===== src/rtl/cpu_rst_pkg.sv =====
package cpu_rst_pkg;
   // register field positions; the mask for field k sits at k + MASK_SHIFT
   localparam int RST_POS    = 0;
   localparam int FLUSH_POS  = 4;
   localparam int DONE_POS   = 12;
   localparam int MASK_SHIFT = 16;
   localparam int MAX_TICKS  = 15;

   typedef enum logic [1:0] {
      SEQ_IDLE   = 2'd0,
      SEQ_APPLY  = 2'd1,
      SEQ_REMOVE = 2'd2
   } seq_state_e;
endpackage


===== src/rtl/cpu_rst_timer.sv =====
module cpu_rst_timer #(
   parameter int CW = 8
) (
   input  logic          clk,
   input  logic          rst_n,
   input  logic          load,
   input  logic [CW-1:0] load_val,
   input  logic          run,
   output logic          expired
);
   logic [CW-1:0] cnt_q;

   always_ff @(posedge clk or negedge rst_n) begin
      if (!rst_n)                   cnt_q <= '0;
      else if (load)                cnt_q <= load_val;
      else if (run && cnt_q != '0)  cnt_q <= cnt_q - 1'b1;
   end

   assign expired = (cnt_q == '0);
endmodule


===== src/rtl/cpu_rst_seq.sv =====
module cpu_rst_seq
   import cpu_rst_pkg::*;
#(
   parameter bit AUTO_CLEAR    = 1'b1,
   parameter int TICK_CYCLES   = 4,
   parameter int APPLY_TICKS   = 3,
   parameter int RELEASE_TICKS = 2
) (
   input  logic clk,
   input  logic rst_n,
   input  logic wr_rst,
   input  logic wr_val,
   output logic rst_bit,
   output logic done_set
);
   localparam int APPLY_CYC = APPLY_TICKS * TICK_CYCLES;
   localparam int REL_CYC   = RELEASE_TICKS * TICK_CYCLES;
   localparam int CW        = $clog2(MAX_TICKS * TICK_CYCLES + 1);
   localparam logic [CW-1:0] APPLY_LD = CW'(APPLY_CYC - 1);
   localparam logic [CW-1:0] REL_LD   = CW'(REL_CYC - 1);

   seq_state_e    st_q, st_d;
   logic          rst_q, rst_d;
   logic          ld;
   logic [CW-1:0] ld_val;
   logic          expired;

   cpu_rst_timer #(.CW(CW)) u_timer (
      .clk      (clk),
      .rst_n    (rst_n),
      .load     (ld),
      .load_val (ld_val),
      .run      (st_q != SEQ_IDLE),
      .expired  (expired)
   );

   generate
      if (AUTO_CLEAR) begin : g_auto
         always_comb begin
            st_d     = st_q;
            rst_d    = rst_q;
            ld       = 1'b0;
            ld_val   = APPLY_LD;
            done_set = 1'b0;
            unique case (st_q)
               SEQ_IDLE: begin
                  if (wr_rst && wr_val) begin
                     rst_d  = 1'b1;
                     st_d   = SEQ_APPLY;
                     ld     = 1'b1;
                     ld_val = APPLY_LD;
                  end
               end
               SEQ_APPLY: begin
                  if (expired) begin
                     rst_d  = 1'b0;
                     st_d   = SEQ_REMOVE;
                     ld     = 1'b1;
                     ld_val = REL_LD;
                  end
               end
               SEQ_REMOVE: begin
                  if (expired) begin
                     done_set = 1'b1;
                     st_d     = SEQ_IDLE;
                  end
               end
               default: st_d = SEQ_IDLE;
            endcase
         end


         apply_hold_chk: assert property (@(posedge clk) disable iff (!rst_n)
            (st_q == SEQ_APPLY && !expired) |=> rst_q);

         done_after_release_chk: assert property (@(posedge clk) disable iff (!rst_n)
            done_set |-> !rst_q);
      end else begin : g_manual
         always_comb begin
            st_d     = st_q;
            rst_d    = rst_q;
            ld       = 1'b0;
            ld_val   = REL_LD;
            done_set = 1'b0;
            if (st_q == SEQ_REMOVE) begin
               if (wr_rst && wr_val) begin
                  st_d = SEQ_IDLE;
               end else if (expired) begin
                  done_set = 1'b1;
                  st_d     = SEQ_IDLE;
               end
            end
            if (wr_rst) begin
               rst_d = wr_val;
               if (rst_q && !wr_val) begin
                  st_d   = SEQ_REMOVE;
                  ld     = 1'b1;
                  ld_val = REL_LD;
               end
            end
         end


         manual_hold_chk: assert property (@(posedge clk) disable iff (!rst_n)
            !wr_rst |=> $stable(rst_q));

         manual_done_chk: assert property (@(posedge clk) disable iff (!rst_n)
            done_set |-> (!rst_q && !(wr_rst && wr_val)));
      end
   endgenerate

   always_ff @(posedge clk or negedge rst_n) begin
      if (!rst_n) begin
         st_q  <= SEQ_IDLE;
         rst_q <= 1'b0;
      end else begin
         st_q  <= st_d;
         rst_q <= rst_d;
      end
   end

   assign rst_bit = rst_q;
endmodule


===== src/rtl/cpu_rst_flush.sv =====
module cpu_rst_flush (
   input  logic clk,
   input  logic rst_n,
   input  logic wr_flush,
   input  logic wr_val,
   input  logic flush_done,
   output logic flush_bit
);
   logic flush_q;

   always_ff @(posedge clk or negedge rst_n) begin
      if (!rst_n)          flush_q <= 1'b0;
      else if (wr_flush)   flush_q <= wr_val;
      else if (flush_done) flush_q <= 1'b0;
   end

   assign flush_bit = flush_q;


   flush_clear_chk: assert property (@(posedge clk) disable iff (!rst_n)
      (flush_done && !wr_flush) |=> !flush_q);

   flush_hold_chk: assert property (@(posedge clk) disable iff (!rst_n)
      (flush_q && !flush_done && !wr_flush) |=> flush_q);
endmodule


===== src/rtl/cpu_rst_reg.sv =====
module cpu_rst_reg
   import cpu_rst_pkg::*;
#(
   parameter bit AUTO_CLEAR    = 1'b1,
   parameter int TICK_CYCLES   = 4,
   parameter int APPLY_TICKS   = 3,
   parameter int RELEASE_TICKS = 2
) (
   input  logic        clk,
   input  logic        rst_n,
   input  logic        bus_wr,
   input  logic [31:0] bus_wdata,
   output logic [31:0] bus_rdata,
   input  logic        flush_done,
   output logic        flush_req,
   output logic        core_rst
);
   generate
      if (TICK_CYCLES < 1) begin : g_bad_tick
         $error("TICK_CYCLES must be at least 1");
      end
      if (APPLY_TICKS < 1 || APPLY_TICKS > MAX_TICKS) begin : g_bad_apply
         $error("APPLY_TICKS out of range 1..15");
      end
      if (RELEASE_TICKS < 1 || RELEASE_TICKS > MAX_TICKS) begin : g_bad_release
         $error("RELEASE_TICKS out of range 1..15");
      end
   endgenerate

   logic wr_rst, wr_flush, wr_done_clr;
   logic rst_bit, flush_bit, done_set;
   logic done_q;

   assign wr_rst      = bus_wr && bus_wdata[RST_POS + MASK_SHIFT];
   assign wr_flush    = bus_wr && bus_wdata[FLUSH_POS + MASK_SHIFT];
   assign wr_done_clr = bus_wr && bus_wdata[DONE_POS + MASK_SHIFT] && bus_wdata[DONE_POS];

   cpu_rst_seq #(
      .AUTO_CLEAR    (AUTO_CLEAR),
      .TICK_CYCLES   (TICK_CYCLES),
      .APPLY_TICKS   (APPLY_TICKS),
      .RELEASE_TICKS (RELEASE_TICKS)
   ) u_seq (
      .clk      (clk),
      .rst_n    (rst_n),
      .wr_rst   (wr_rst),
      .wr_val   (bus_wdata[RST_POS]),
      .rst_bit  (rst_bit),
      .done_set (done_set)
   );

   cpu_rst_flush u_flush (
      .clk        (clk),
      .rst_n      (rst_n),
      .wr_flush   (wr_flush),
      .wr_val     (bus_wdata[FLUSH_POS]),
      .flush_done (flush_done),
      .flush_bit  (flush_bit)
   );

   always_ff @(posedge clk or negedge rst_n) begin
      if (!rst_n)           done_q <= 1'b0;
      else if (done_set)    done_q <= 1'b1;
      else if (wr_done_clr) done_q <= 1'b0;
   end

   always_comb begin
      bus_rdata            = '0;
      bus_rdata[RST_POS]   = rst_bit;
      bus_rdata[FLUSH_POS] = flush_bit;
      bus_rdata[DONE_POS]  = done_q;
   end

   assign flush_req = flush_bit;
   assign core_rst  = rst_bit;


   done_clear_chk: assert property (@(posedge clk) disable iff (!rst_n)
      (wr_done_clr && !done_set) |=> !bus_rdata[DONE_POS]);

   done_keep_chk: assert property (@(posedge clk) disable iff (!rst_n)
      (!(bus_wr && bus_wdata[DONE_POS + MASK_SHIFT]) && !done_set) |=> $stable(done_q));

   done_set_wins_chk: assert property (@(posedge clk) disable iff (!rst_n)
      done_set |=> bus_rdata[DONE_POS]);
endmodule


===== config.mk =====
export PLATFORM = sky130hd
export DESIGN_NAME = cpu_rst_reg
export DESIGN_NICKNAME = d
export VERILOG_FILES = /design/src/rtl/cpu_rst_pkg.sv /design/src/rtl/cpu_rst_timer.sv /design/src/rtl/cpu_rst_seq.sv /design/src/rtl/cpu_rst_flush.sv /design/src/rtl/cpu_rst_reg.sv
export SDC_FILE = /design/constraint.sdc
export NUM_CORES = 1
export LEC_CHECK = 0
export BUFFER_PORTS_ARGS = -buffer_cell sky130_fd_sc_hd__buf_2
export CAP_MARGIN = 20
export CELL_PAD_IN_SITES_DETAIL_PLACEMENT = 2
export CELL_PAD_IN_SITES_GLOBAL_PLACEMENT = 2
export CORE_ASPECT_RATIO = 0.7
export CORE_UTILIZATION = 20
export DETAILED_ROUTE_END_ITERATION = 12
export MAX_ROUTING_LAYER = met4
export PLACE_DENSITY = 0.84
export SYNTH_ARGS = -nofsm -noshare
export SYNTH_HDL_FRONTEND = slang
export SYNTH_SLANG_ARGS = --single-unit

===== constraint.sdc =====
create_clock -name clk -period 3 [get_ports clk]
set_clock_uncertainty 0.2 [all_clocks]
set_input_delay 0.15 -clock clk [delete_from_list [all_inputs] [get_ports clk]]
set_output_delay 0.15 -clock clk [all_outputs]
set_load 0.02 [all_outputs]

### After elaboration in Yosys (flattened, before gate mapping)

Cells that the tools add are included.

* input bits: 36
* output and inout port bits: 34
* flip-flop bits (word level): 11
* logic and storage cells: 46

* multiplexer cells: 19
* add/subtract/negate cells: 1
* reduce and logical (&&, ||, !) cells: 16
* equal/unequal tests: 5

Operators by type and width (count)
* 6-bit 2-to-1 mux: 3
* 2-bit nonzero test: 5
* 1-bit 2-to-1 mux: 9
* 1-bit logical AND: 6
* 6-bit zero test: 1
* 2-bit 2-to-1 mux: 3
* 2-bit by 1-bit != test with 1-bit output (second input constant): 3
* 2-bit one-hot mux with 3 select lines: 1
* 3-bit AND reduction: 2
* 6-bit nonzero test: 1
* 6-bit by 1-bit subtractor with 6-bit output (second input constant): 1
* 4-bit 2-to-1 mux: 1
* 1-bit one-hot mux with 2 select lines: 2
* 2-bit by 1-bit == test with 1-bit output (second input constant): 1
* 2-bit == test (second input constant): 1
* 2-bit zero test: 1

### Logic depth before layout (Yosys ltp)

Gate-level depths: netlist of run 1.

* word-level depth: 5
* mapped depth: 6
* gate-level depth less buffers: 6

### Modules after synthesis

From an unflattened synthesis of run 1, not the netlist that was laid out.

* cell total of the unflattened synthesis: 107
* area, all modules: 914.6 um2

Modules (own cells, without submodules)
* cpu_rst_timer: times used 1, area each 395.4 um2, sequential area each 150.1 um2, cells an instance 44
* cpu_rst_reg: times used 1, area each 296.5 um2, sequential area each 25.0 um2, cells an instance 38
* cpu_rst_seq: times used 1, area each 185.2 um2, sequential area each 75.1 um2, cells an instance 22
* cpu_rst_flush: times used 1, area each 37.5 um2, sequential area each 25.0 um2, cells an instance 3

### Worst setup path before layout of run 1

Ideal clock, no wire load.

* path kind: reg-to-reg
* start point: reg u_seq.u_timer.cnt_q[0]
* end point: reg u_seq.u_timer.cnt_q[0]
* arrival: 1.471 ns
* setup time: 0.137 ns
* path buffers: 0
* stages on the path, launching flop included: 7
* required time: 2.663 ns
* clock period less this slack: 1.809 ns
* path slack: 1.191 ns
* path through: dfrtp_1 -> inv_1 -> ha_1 -> or3b_4 -> nor3_4 -> xnor2_1 -> a21oi_1

* longest elaborated chain between the ends: 4
* elaborated cells between the ends (all ways): 9
* classes of those cells: add/sub: 1; mux: 4; reduce/logical: 4

Ends and longest elaborated chain
* from (decl): line cpu_rst_timer.sv:11 `logic [CW-1:0] cnt_q;`
* from (signal assigned): line cpu_rst_timer.sv:15 `else if (load) cnt_q <= load_val;`
* from (signal assigned): line cpu_rst_timer.sv:16 `else if (run && cnt_q != '0) cnt_q <= cnt_q - 1'b1;`
* parallel branches: the longest is 4 deep, another holds 6-bit by 1-bit subtractor with 6-bit output

Parallel ways; which one is timed is not known. The select of a mux whose other input is x is not followed.
A chain may end at the register's enable or synchronous reset.

### Worst setup path in the final report of run 1

Ends and elaborated chain as after synthesis.

==> results of run 1 <==
worst min-delay path, stage by stage:
cell     delay [ns]
buf_2          0.10
nand3_1        0.08
a32o_1         0.11
where the power goes:
part           switching (W)  leakage [nW]  internal, W  total, W
Sequential         0.0000944         0.137     0.000201  0.000295
Combinational       0.000196         0.296     0.000125  0.000321
Clock              0.0000637        0.0228    0.0000939  0.000158
Yosys cell counts, types with 2 or more instances:
| cell | instances |
|---|---|
| a211oi_1 | 2 |
| dfrtp_1 | 11 |
| inv_1 | 3 |
| nand2_1 | 7 |
| buf_4 | 32 |
| nor3_1 | 3 |
| o21ai_1 | 3 |
| a31oi_1 | 5 |
| ha_1 | 2 |
| nand3_1 | 4 |
| nor2_1 | 7 |
| a21oi_1 | 5 |
sequential cells by signal, summed over array words and instances, names as in the netlist:
register,cells
u_seq.u_timer.cnt_q,6
u_seq.st_q,2
done_q,1
u_flush.flush_bit,1
u_seq.rst_bit,1
kinds of logic (layout without fill, tap and decap cells):
logic type                 count (synthesis)  count (layout)  synth area share (%)
buffers and inverters                     37              25                  30.1
and+or+nand+nor                           29              29                  18.2
AOI/OAI and AO/OA                         20              20                  14.4
DFF                                       11              11                  31.8
adders and majority gates                  2               2                  2.89
other                                      1              29                 0.433
xor gates and xnor gates                   1               1                  1.01
muxes                                      1               1                  1.16
layout make-up:
cell class              count  area share (%)
flip-flops and latches     11            29.2
well taps                  52            6.91
clock buffers               4            4.78
repair buffers             18            11.7
inverters                   3            1.20
multi-input cells          82            46.2
metrics by stage:
step,instances,hold slack (ns)
floorplan,130,-0.346
global placement,162,-0.152
detailed placement,162,-0.148
CTS,170,0.0343
global route,170,0.0445
finish,170,0.0303
worst max-delay path by stage:
stage / from / to
6_report: u_seq.u_timer.cnt_q[0]$_DFFE_PN0P_ / u_seq.u_timer.cnt_q[0]$_DFFE_PN0P_
5_1_grt: u_seq.u_timer.cnt_q[0]$_DFFE_PN0P_ / u_seq.u_timer.cnt_q[0]$_DFFE_PN0P_
4_1_cts: u_seq.u_timer.cnt_q[0]$_DFFE_PN0P_ / u_seq.u_timer.cnt_q[0]$_DFFE_PN0P_
3_5_place_dp: u_seq.u_timer.cnt_q[0]$_DFFE_PN0P_ / u_seq.u_timer.cnt_q[0]$_DFFE_PN0P_
3_3_place_gp: u_seq.u_timer.cnt_q[0]$_DFFE_PN0P_ / u_seq.u_timer.cnt_q[0]$_DFFE_PN0P_
2_1_floorplan: u_seq.u_timer.cnt_q[0]$_DFFE_PN0P_ / u_seq.u_timer.cnt_q[0]$_DFFE_PN0P_
layer usage:
layer  vias to the layer above  wire length, um
li1                        321                -
met2                        23             1090
met1                       339              930
met5                         -                0
met3                         4              121
met4                         0               14
what timing repair did:
action                                  4_1_cts  5_1_grt
endpoints found under the hold margin        12        0
endpoints found under the setup margin        0        0
hold buffers                                  4        0
setup buffers                                 0        0
==> flow_metrics.tcl, run 1 <==
set metrics [dict create \
    status "finished, final reports clean" \
    ios 70 \
    grt_pass1_vias 703 \
    clkLatencyLatePin_ns 0.24 \
    use_met3_pct 3.36 \
    drc 0 \
    syn_avg_cell_area_um2 8.49 \
    cp.required_ns 2.91 \
    post-route-period-util_pct 69.3 \
    die-width_um 80.6 \
    layout-drive-gt1-share_pct 17.8 \
    clkSinkCount 11 \
    initial_core_util_pct 21.4 \
    hold_path_class "in -> reg" \
    cts_buffers 3 \
    grt_max_degree 13 \
    nFillCells 485 \
    hold_viol 0 \
    arrival_ns 1.99 \
    cts_tree "done" \
    synthCells 102 \
    crit_path_top_delay_cell "dfrtp_1" \
    overflow 0 \
    critical_path_class "reg -> reg" \
    crit_cells 6 \
    reg2reg_to "u_seq.u_timer.cnt_q[0]$_DFFE_PN0P_" \
    setup_viol 0 \
    maxCapViolCount 0 \
    dpl-instance-area_um2 857 \
    grtUsageMet1_pct 12.3 \
    rrSetupSlack_ns 0.92 \
    die_h_um 57.1 \
    finalPower_w 0.000774 \
    max_freq_mhz 481 \
    rr_startpoint "u_seq.u_timer.cnt_q[0]$_DFFE_PN0P_" \
    grt_use_total_pct 10.4 \
    cts.path.max_buffers 2 \
    setup-tns-final_ns 0 \
    n_antenna_cell 0 \
    avgViaCountPerCell 4.04 \
    synth_top_cell_by_area "dfrtp_1" \
    stdcell_area_um2 942 \
    final_common_cell "conb_1" \
    place_worst_setup_slack_ns 0.914 \
    synth_area_leaders "dfrtp_1, buf_4, a31oi_1, nand2_1, nor2_1" \
    crit_fanout 6 \
    power_leakage_nw 0.456 \
    post_drt_wl_per_cell_um 12.7 \
    path_clk_slew_ns 0.05 \
    grt-busiest-layer "met2" \
    cp_cell_sequence "inv_1, ha_1, or3b_4, nor3_4, xnor2_1, a21oi_1" \
    drt_first_pass_iters 4 \
    hold_depth 3 \
    syn_to_final_growth_pct 8.82 \
    drtAntennaViolNets 0 \
    critical-path-top-delay-family "simple AND/OR/NAND/NOR gates" \
    dieArea_um2 4600 \
    vdd_drop_max_v 0.000210 \
    rsz0062_at_grt "false" \
    final_nets 157 \
    synth_warnings 0 \
    synth_area_um2 866 \
    vias 687 \
    drtIter0Drc 26 \
    final_cell_mix "conb_1, buf_2, dfrtp_1, nor2_1, nand2_1" \
    cts_htree_levels 1 \
    grt_first_pass_wirelength_um 3480 \
    core_um2 4040 \
    grt_use_met2_pct 17.3 \
    p_per_area_nw_per_um2 821 \
    utilization_pct 23.3 \
    slowest_delay_ns 0.43 \
    fin_crit_ns 2.08 \
    hp-start "bus_wdata[12]" \
    cts_resized 0 \
    wl_um 2150 \
    fin_ws_ns 0.921 \
    final-max-slew-violation-count 0 \
    synth_enable_flop_cells 0 \
    ys_seq_area_share_pct 31.8 \
    synth_cell_type_count 30 \
    r2r_cells 6 \
    hold_path_end "done_q$_DFFE_PN0P_" \
    regArea_um2 275 \
    synth_top_area_share_pct 31.8 \
    crit_path_end_kind "flop" \
    synthArstFlopShare_pct 100 \
    post-dp-hpwl_um 1670 \
    multi_input_comb_area_um2 435 \
    synth-seq-cells 11 \
    port_buffers 14 \
    ys.flop_type "dfrtp_1" \
    ctsRootBufferMaster "clkbuf_8" \
    worst-path-buf-inv 1 \
    rows 19 \
    cp-start-kind "flop" \
    antenna_found_initial 0 \
    gp_congestion 0.867 \
]
(Power assumes the default switching activity.)
==> run 2: changes to the inputs <==
ABC_AREA = 1   (was not set)
CORE_UTILIZATION = 17   (was 20)
PLACE_DENSITY = 0.75   (was 0.84)
clock period = 1.8 ns   (was 3 ns; I/O delays follow)
==> run 2 against run 1 <==
  * Total power grew 100%
  * Register-to-register slack lost 0.68 ns
  * Clock power grew 61%
  * Largest cell class unchanged
  * Synthesized area grew 6.4%
==> flow_metrics.tcl, run 2 <==
set metrics [dict create \
    status "finished, final reports clean" \
    vias 710 \
    grt_use_met2_pct 12.9 \
    final_cell_mix "conb_1, nand2_1, buf_2, nand3_1, dfrtp_1" \
    synth-seq-cells 11 \
    dpl-instance-area_um2 953 \
    crit_fanout 1 \
    grtUsageMet1_pct 10.3 \
    hold_path_class "in -> async" \
    cp.required_ns 1.73 \
    rows 22 \
    pwr-share-comb_pct 55.1 \
    grt_pass1_vias 700 \
    multi_input_comb_area_um2 469 \
    final_nets 175 \
    switching_power_w 0.000772 \
    avgViaCountPerCell 3.41 \
    cp-start-kind "input pin" \
    drc 0 \
    grt_first_pass_wirelength_um 3550 \
    ys_top_cells_by_count "buf_4, nand2_1, nand3_1" \
    synth_most_common_cell "buf_4" \
    top_register "u_seq.u_timer.cnt_q" \
    p_int_w 0.000810 \
    p_per_area_nw_per_um2 1510 \
    synth_cell_type_count 21 \
    cts_buffers 3 \
    grt-busiest-layer "met2" \
    synthArstFlopShare_pct 100 \
    use_met3_pct 3.50 \
    grt_use_total_pct 8.32 \
    setup-tns-final_ns 0 \
    sequentialPowerShare_pct 28.8 \
    synthCells 116 \
    grt_max_degree 12 \
    hold_viol 0 \
    overflow 0 \
    wl_um 2120 \
    syn_to_final_growth_pct 13.9 \
    synth_top_cell_by_area "dfrtp_1" \
    synth_area_um2 921 \
    cts_htree_levels 1 \
    post-dp-hpwl_um 1730 \
    path_clk_slew_ns 0.05 \
    ys.flop_type "dfrtp_1" \
    clkSinkCount 11 \
    drtAntennaViolNets 0 \
    setup_viol 0 \
    gp_congestion 0.684 \
    die-width_um 90.0 \
    hold_ws_ns 0.0648 \
    die_h_um 63.6 \
    dieArea_um2 5720 \
    core_um2 5230 \
    post-route-period-util_pct 88.6 \
    arrival_ns 1.52 \
    power_leakage_nw 0.564 \
    clkPwrFrac_pct 16.0 \
    top_regs "u_seq.u_timer.cnt_q (6), u_seq.st_q (2)" \
    synth_area_leaders "dfrtp_1, buf_4, nand2_1, nand3_1, nor2_4" \
    antenna_found_initial 0 \
    nFillCells 638 \
    critical_path_class "in -> reg" \
    post-cts-setup-buffers 0 \
    postCtsHoldBufs 5 \
    rsz0062_at_grt "false" \
    regArea_um2 275 \
    max_freq_mhz 627 \
    synth_top_area_share_pct 29.9 \
    initial_core_util_pct 17.6 \
    cts_tree "done" \
    synth_enable_flop_cells 0 \
    fin_crit_ns 1.60 \
    post_drt_wl_per_cell_um 10.2 \
    stdcell_area_um2 1050 \
    largest_register_ffs 6 \
    maxCapViolCount 0 \
    clkLatencyLatePin_ns 0.24 \
    drt_first_pass_iters 3 \
    ys_seq_area_share_pct 29.9 \
    cts_resized 0 \
    cts.path.max_buffers 2 \
    final-max-slew-violation-count 0 \
    synth_warnings 0 \
    ios 70 \
    ctsRootBufferMaster "clkbuf_8" \
    final_common_cell "conb_1" \
    vdd_drop_max_v 0.000222 \
    crit_path_end_kind "flop" \
    utilization_pct 20.0 \
    drtIter0Drc 10 \
    port_buffers 14 \
    layout-drive-gt1-share_pct 21.3 \
    p_sw_share_pct 48.8 \
    syn_avg_cell_area_um2 7.94 \
    n_antenna_cell 0 \
]
## run 2: area by class of cell
type / count / share of cell area [%]
clock buffer: 4 / 4.30
inverter: 11 / 3.94
multi-input combinational: 90 / 44.7
sequential: 11 / 26.3
tap: 72 / 8.59
timing repair buffer: 20 / 12.2
## run 2: per-layer routing
| metal | share of wire (%) | up-vias |
|---|---|---|
| met1 | 47 | 338 |
| met2 | 46 | 22 |
| li1 | - | 347 |
| met5 | 0 | - |
| met4 | 0.47 | 0 |
| met3 | 6.9 | 3 |
## run 2: kinds of logic after synthesis
| family | synth area share (%) |
|---|---|
| xor gates and xnor gates | 1.90 |
| DFF | 29.9 |
| adders and majority gates | 2.72 |
| AOI/OAI and AO/OA | 3.53 |
| and+or+nand+nor | 31.0 |
| buffers and inverters | 30.6 |
| other | 0.407 |
## run 2: per-stage QoR
| stage | total power, W | cells | setup slack, ns |
|---|---|---|---|
| floorplan | 0.00118 | 144 | 0.328 |
| global placement | 0.00130 | 199 | 0.267 |
| detailed placement | 0.00135 | 199 | 0.217 |
| CTS | 0.00163 | 208 | 0.207 |
| global route | 0.00176 | 208 | 0.0992 |
| finish | 0.00158 | 208 | 0.205 |
## run 2: worst paths after layout
check | start | depth (start not counted) | endpoint | slack (ns)
max | bus_wdata[4] | 4 | u_flush.flush_bit$_DFFE_PN0P_ | 0.20
min | rst_n | 2 | u_seq.st_q[1]$_DFFE_PN0P_ | 0.06
max reg2reg | u_seq.u_timer.cnt_q[1]$_DFFE_PN0P_ | 7 | u_seq.u_timer.cnt_q[2]$_DFFE_PN0P_ | 0.24
min reg2reg | u_seq.rst_bit$_DFFE_PN0P_ | 2 | u_seq.rst_bit$_DFFE_PN0P_ | 0.29
max in group asynchronous | rst_n | 2 | u_seq.u_timer.cnt_q[2]$_DFFE_PN0P_ | 1.11
min in group clk | bus_wdata[16] | 5 | u_seq.st_q[0]$_DFFE_PN0P_ | 0.10
## run 2: power groups by stage
stage	combinational, W	sequential [W]	clock [W]
CTS	0.000896	0.000459	0.000271
global placement	0.000848	0.000456	0
finish	0.000872	0.000456	0.000254
global route	0.000996	0.000478	0.000281
detailed placement	0.000888	0.000462	0
floorplan	0.000728	0.000453	0
## run 2: critical path, stage by stage
cell,delay (ns)
dlygate4sd3_1,0.53
buf_2,0.12
a32o_1,0.24
dlygate4sd3_1,0.54
==> run 3: changes to the inputs <==
SYNTH_HIERARCHICAL = 1   (was not set)
==> run 3 against run 2 <==
  * Non-clock buffer count increased by 8
  * Setup slack got worse by 0.074 ns
  * Sequential cell count unchanged
  * Hold slack worse by 0.044 ns
  * Total power increased by 8.4%
  * Via count is 7.7% higher
==> flow_metrics.tcl, run 3 <==
set metrics [dict create \
    utilization_pct 21.8 \
    hold_viol 0 \
    dr_wl_met2_um 1210 \
    cp.required_ns 1.74 \
    synth_warnings 6 \
    layout-drive-gt1-share_pct 26.3 \
    ys.flop_type "dfrtp_1" \
    ys_top_cells_by_count "buf_4, nand2_1, inv_1" \
    rrSetupSlack_ns 0.13 \
    final_cell_mix "conb_1, nand2_1, buf_2, nand3_1, dfrtp_1" \
    crit_path_end_kind "flop" \
    crit_path_top_delay_cell "dfrtp_1" \
    p_sw_share_pct 48.2 \
    nFillCells 646 \
    overflow 0 \
    grt_max_degree 12 \
    grt_pass1_vias 816 \
    largest_register_ffs 6 \
    synth_area_um2 936 \
    top_regs "u_seq/u_timer/cnt_q (6), u_seq/st_q (2)" \
    critical_path_class "reg -> reg" \
    syn_avg_cell_area_um2 7.61 \
    avgViaCountPerCell 3.42 \
    synthArstFlopShare_pct 100 \
    r2r_cells 9 \
    drc 0 \
    clkLatencyLatePin_ns 0.25 \
    gp_congestion 0.728 \
    vias 765 \
    ctsRootBufferMaster "clkbuf_8" \
    synth_top_cell_by_area "dfrtp_1" \
    p_per_area_nw_per_um2 1500 \
    n_antenna_cell 0 \
    crit_path_start "u_seq/u_timer/cnt_q[3]$_DFFE_PN0P_" \
    cp_cell_sequence "nor2_2, nand3_2, inv_2, nand3_4, nand2_4, buf_6, o21ai_0, nand2_1, o21ai_2" \
    switching_power_w 0.000826 \
    hold_path_end "u_flush/flush_bit$_DFFE_PN0P_" \
    post-route-period-util_pct 92.8 \
    maxCapViolCount 0 \
    final-max-slew-violation-count 0 \
    ios 70 \
    dieArea_um2 5810 \
    setup_viol 0 \
    path_clk_slew_ns 0.06 \
    rr_startpoint "u_seq/u_timer/cnt_q[3]$_DFFE_PN0P_" \
    wl_um 2380 \
    fin_crit_ns 1.67 \
    synth_enable_flop_cells 0 \
    synth_top_area_share_pct 29.4 \
    hp-start "bus_wdata[20]" \
    antenna_found_initial 0 \
    syn_to_final_growth_pct 22.2 \
    top_register "u_seq/u_timer/cnt_q" \
    synthCells 123 \
    setup-tns-final_ns 0 \
    drt_first_pass_iters 2 \
    hold_ws_ns 0.0203 \
    clkSinkCount 11 \
    synth_cell_type_count 21 \
    synth_area_leaders "dfrtp_1, buf_4, nand2_1, nand3_1, inv_1" \
    topRoutingLayerUsed "met4" \
    cts.path.max_buffers 2 \
    post_drt_wl_per_cell_um 10.6 \
    power_leakage_nw 0.609 \
    core_um2 5260 \
    final_common_cell "conb_1" \
    met1_length_um 1060 \
    cts_tree "done" \
    hold_depth 6 \
    sequentialPowerShare_pct 26.9 \
    final_cell_count_no_fill 224 \
    slowest_delay_ns 0.43 \
    post-place-cells 212 \
    ys_seq_area_share_pct 29.4 \
    rsz0062_at_grt "false" \
    synth_most_common_cell "buf_4" \
    clkPwrFrac_pct 15.9 \
    p_int_w 0.000888 \
    met3_length_um 50 \
    port_buffers 14 \
    arrival_ns 1.61 \
    status "finished, final reports clean" \
    pwr-share-comb_pct 57.2 \
    initial_core_util_pct 17.8 \
    crit_fanout 6 \
    synth-seq-cells 11 \
    die_h_um 64.1 \
    multi_input_comb_area_um2 490 \
    cp-start-kind "flop" \
    reg2reg_to "u_seq/u_timer/cnt_q[0]$_DFFE_PN0P_" \
    drtAntennaViolNets 0 \
    hold_path_class "in -> reg" \
    rows 22 \
    max_freq_mhz 599 \
    regArea_um2 275 \
    vdd_drop_max_v 0.000215 \
    grt_use_total_pct 8.88 \
    cts_buffers 3 \
    drtIter0Drc 11 \
    cts_htree_levels 1 \
    die-width_um 90.7 \
    post-dp-hpwl_um 1710 \
    grt_first_pass_wirelength_um 3790 \
    final_nets 191 \
]
## run 3: changes by cell type after synthesis, sizes merged, moves of 2 or more
cell	before	now
conb	1	3
nor2	10	8
o21ai	2	4
nand2	25	31
## run 3: logic make-up after synthesis
family | count (synthesis) | share of synthesized area [%]
flops | 11 | 29.4
xor+xnor | 3 | 2.81
other cells | 3 | 1.20
simple gates | 55 | 29.9
compound gates | 4 | 2.94
buf+inv | 45 | 31.0
fa+ha+maj | 2 | 2.67
## run 3: worst max-delay path: cells and delay by family (launching register included)
| family | cells | cell delay (ns) |
|---|---|---|
| simple gates | 5 | 0.56 |
| flops | 1 | 0.43 |
| buf+inv | 2 | 0.22 |
| compound gates | 2 | 0.15 |
## run 3: power by group through the flow
| stage | Combinational, W | Sequential, W | Clock, W |
|---|---|---|---|
| 2_1_floorplan | 0.000730 | 0.000457 | 0 |
| 3_5_place_dp | 0.000931 | 0.000464 | 0 |
| 3_3_place_gp | 0.000894 | 0.000458 | 0 |
| 5_1_grt | 0.00109 | 0.000476 | 0.000296 |
| 4_1_cts | 0.000954 | 0.000462 | 0.000280 |
| 6_report | 0.000981 | 0.000462 | 0.000272 |
## run 3: area by class of cell
| cell class | count | area share, % |
|---|---|---|
| Timing Repair Buffer | 28 | 17.2 |
| Inverter | 12 | 3.94 |
| Sequential cell | 11 | 24.1 |
| Multi-Input combinational cell | 97 | 42.9 |
| Tap cell | 72 | 7.88 |
| Clock inverter | 1 | 0.438 |
| Clock buffer | 3 | 3.61 |
## run 3: worst max-delay path by stage
stage,depth (start not counted),endpoint
after floorplan,10,u_seq/u_timer/cnt_q[4]$_DFFE_PN0P_
after global placement,10,u_seq/u_timer/cnt_q[0]$_DFFE_PN0P_
after detailed placement,10,u_seq/u_timer/cnt_q[0]$_DFFE_PN0P_
after CTS,10,u_seq/u_timer/cnt_q[0]$_DFFE_PN0P_
after global routing,11,u_seq/u_timer/cnt_q[1]$_DFFE_PN0P_
final,9,u_seq/u_timer/cnt_q[0]$_DFFE_PN0P_
## run 3: what timing repair did
action | 4_1_cts | 5_1_grt
pin swaps | 0 | 3
endpoints found under the setup margin | 2 | 6
hold endpoints to repair | 15 | 0
hold buffers | 7 | 0
buffers inserted | 0 | 1
resized for setup | 1 | 5
## run 3: routing by layer
layer / vias up / GRT usage (%)
met3: 6 / 1.07
li1: 370 / -
met2: 16 / 15.0
met4: 0 / 6.05
met1: 373 / 10.0
met5: - / -
## run 3: metrics by stage
stage	area [um^2]	setup slack (ns)	power (W)
after floorplan	1050	0.0160	0.00119
after global placement	1010	0.0590	0.00135
after detailed placement	1010	0.0129	0.00139
after CTS	1120	0.0171	0.00170
after global routing	1140	0.0119	0.00186
final	1140	0.130	0.00171
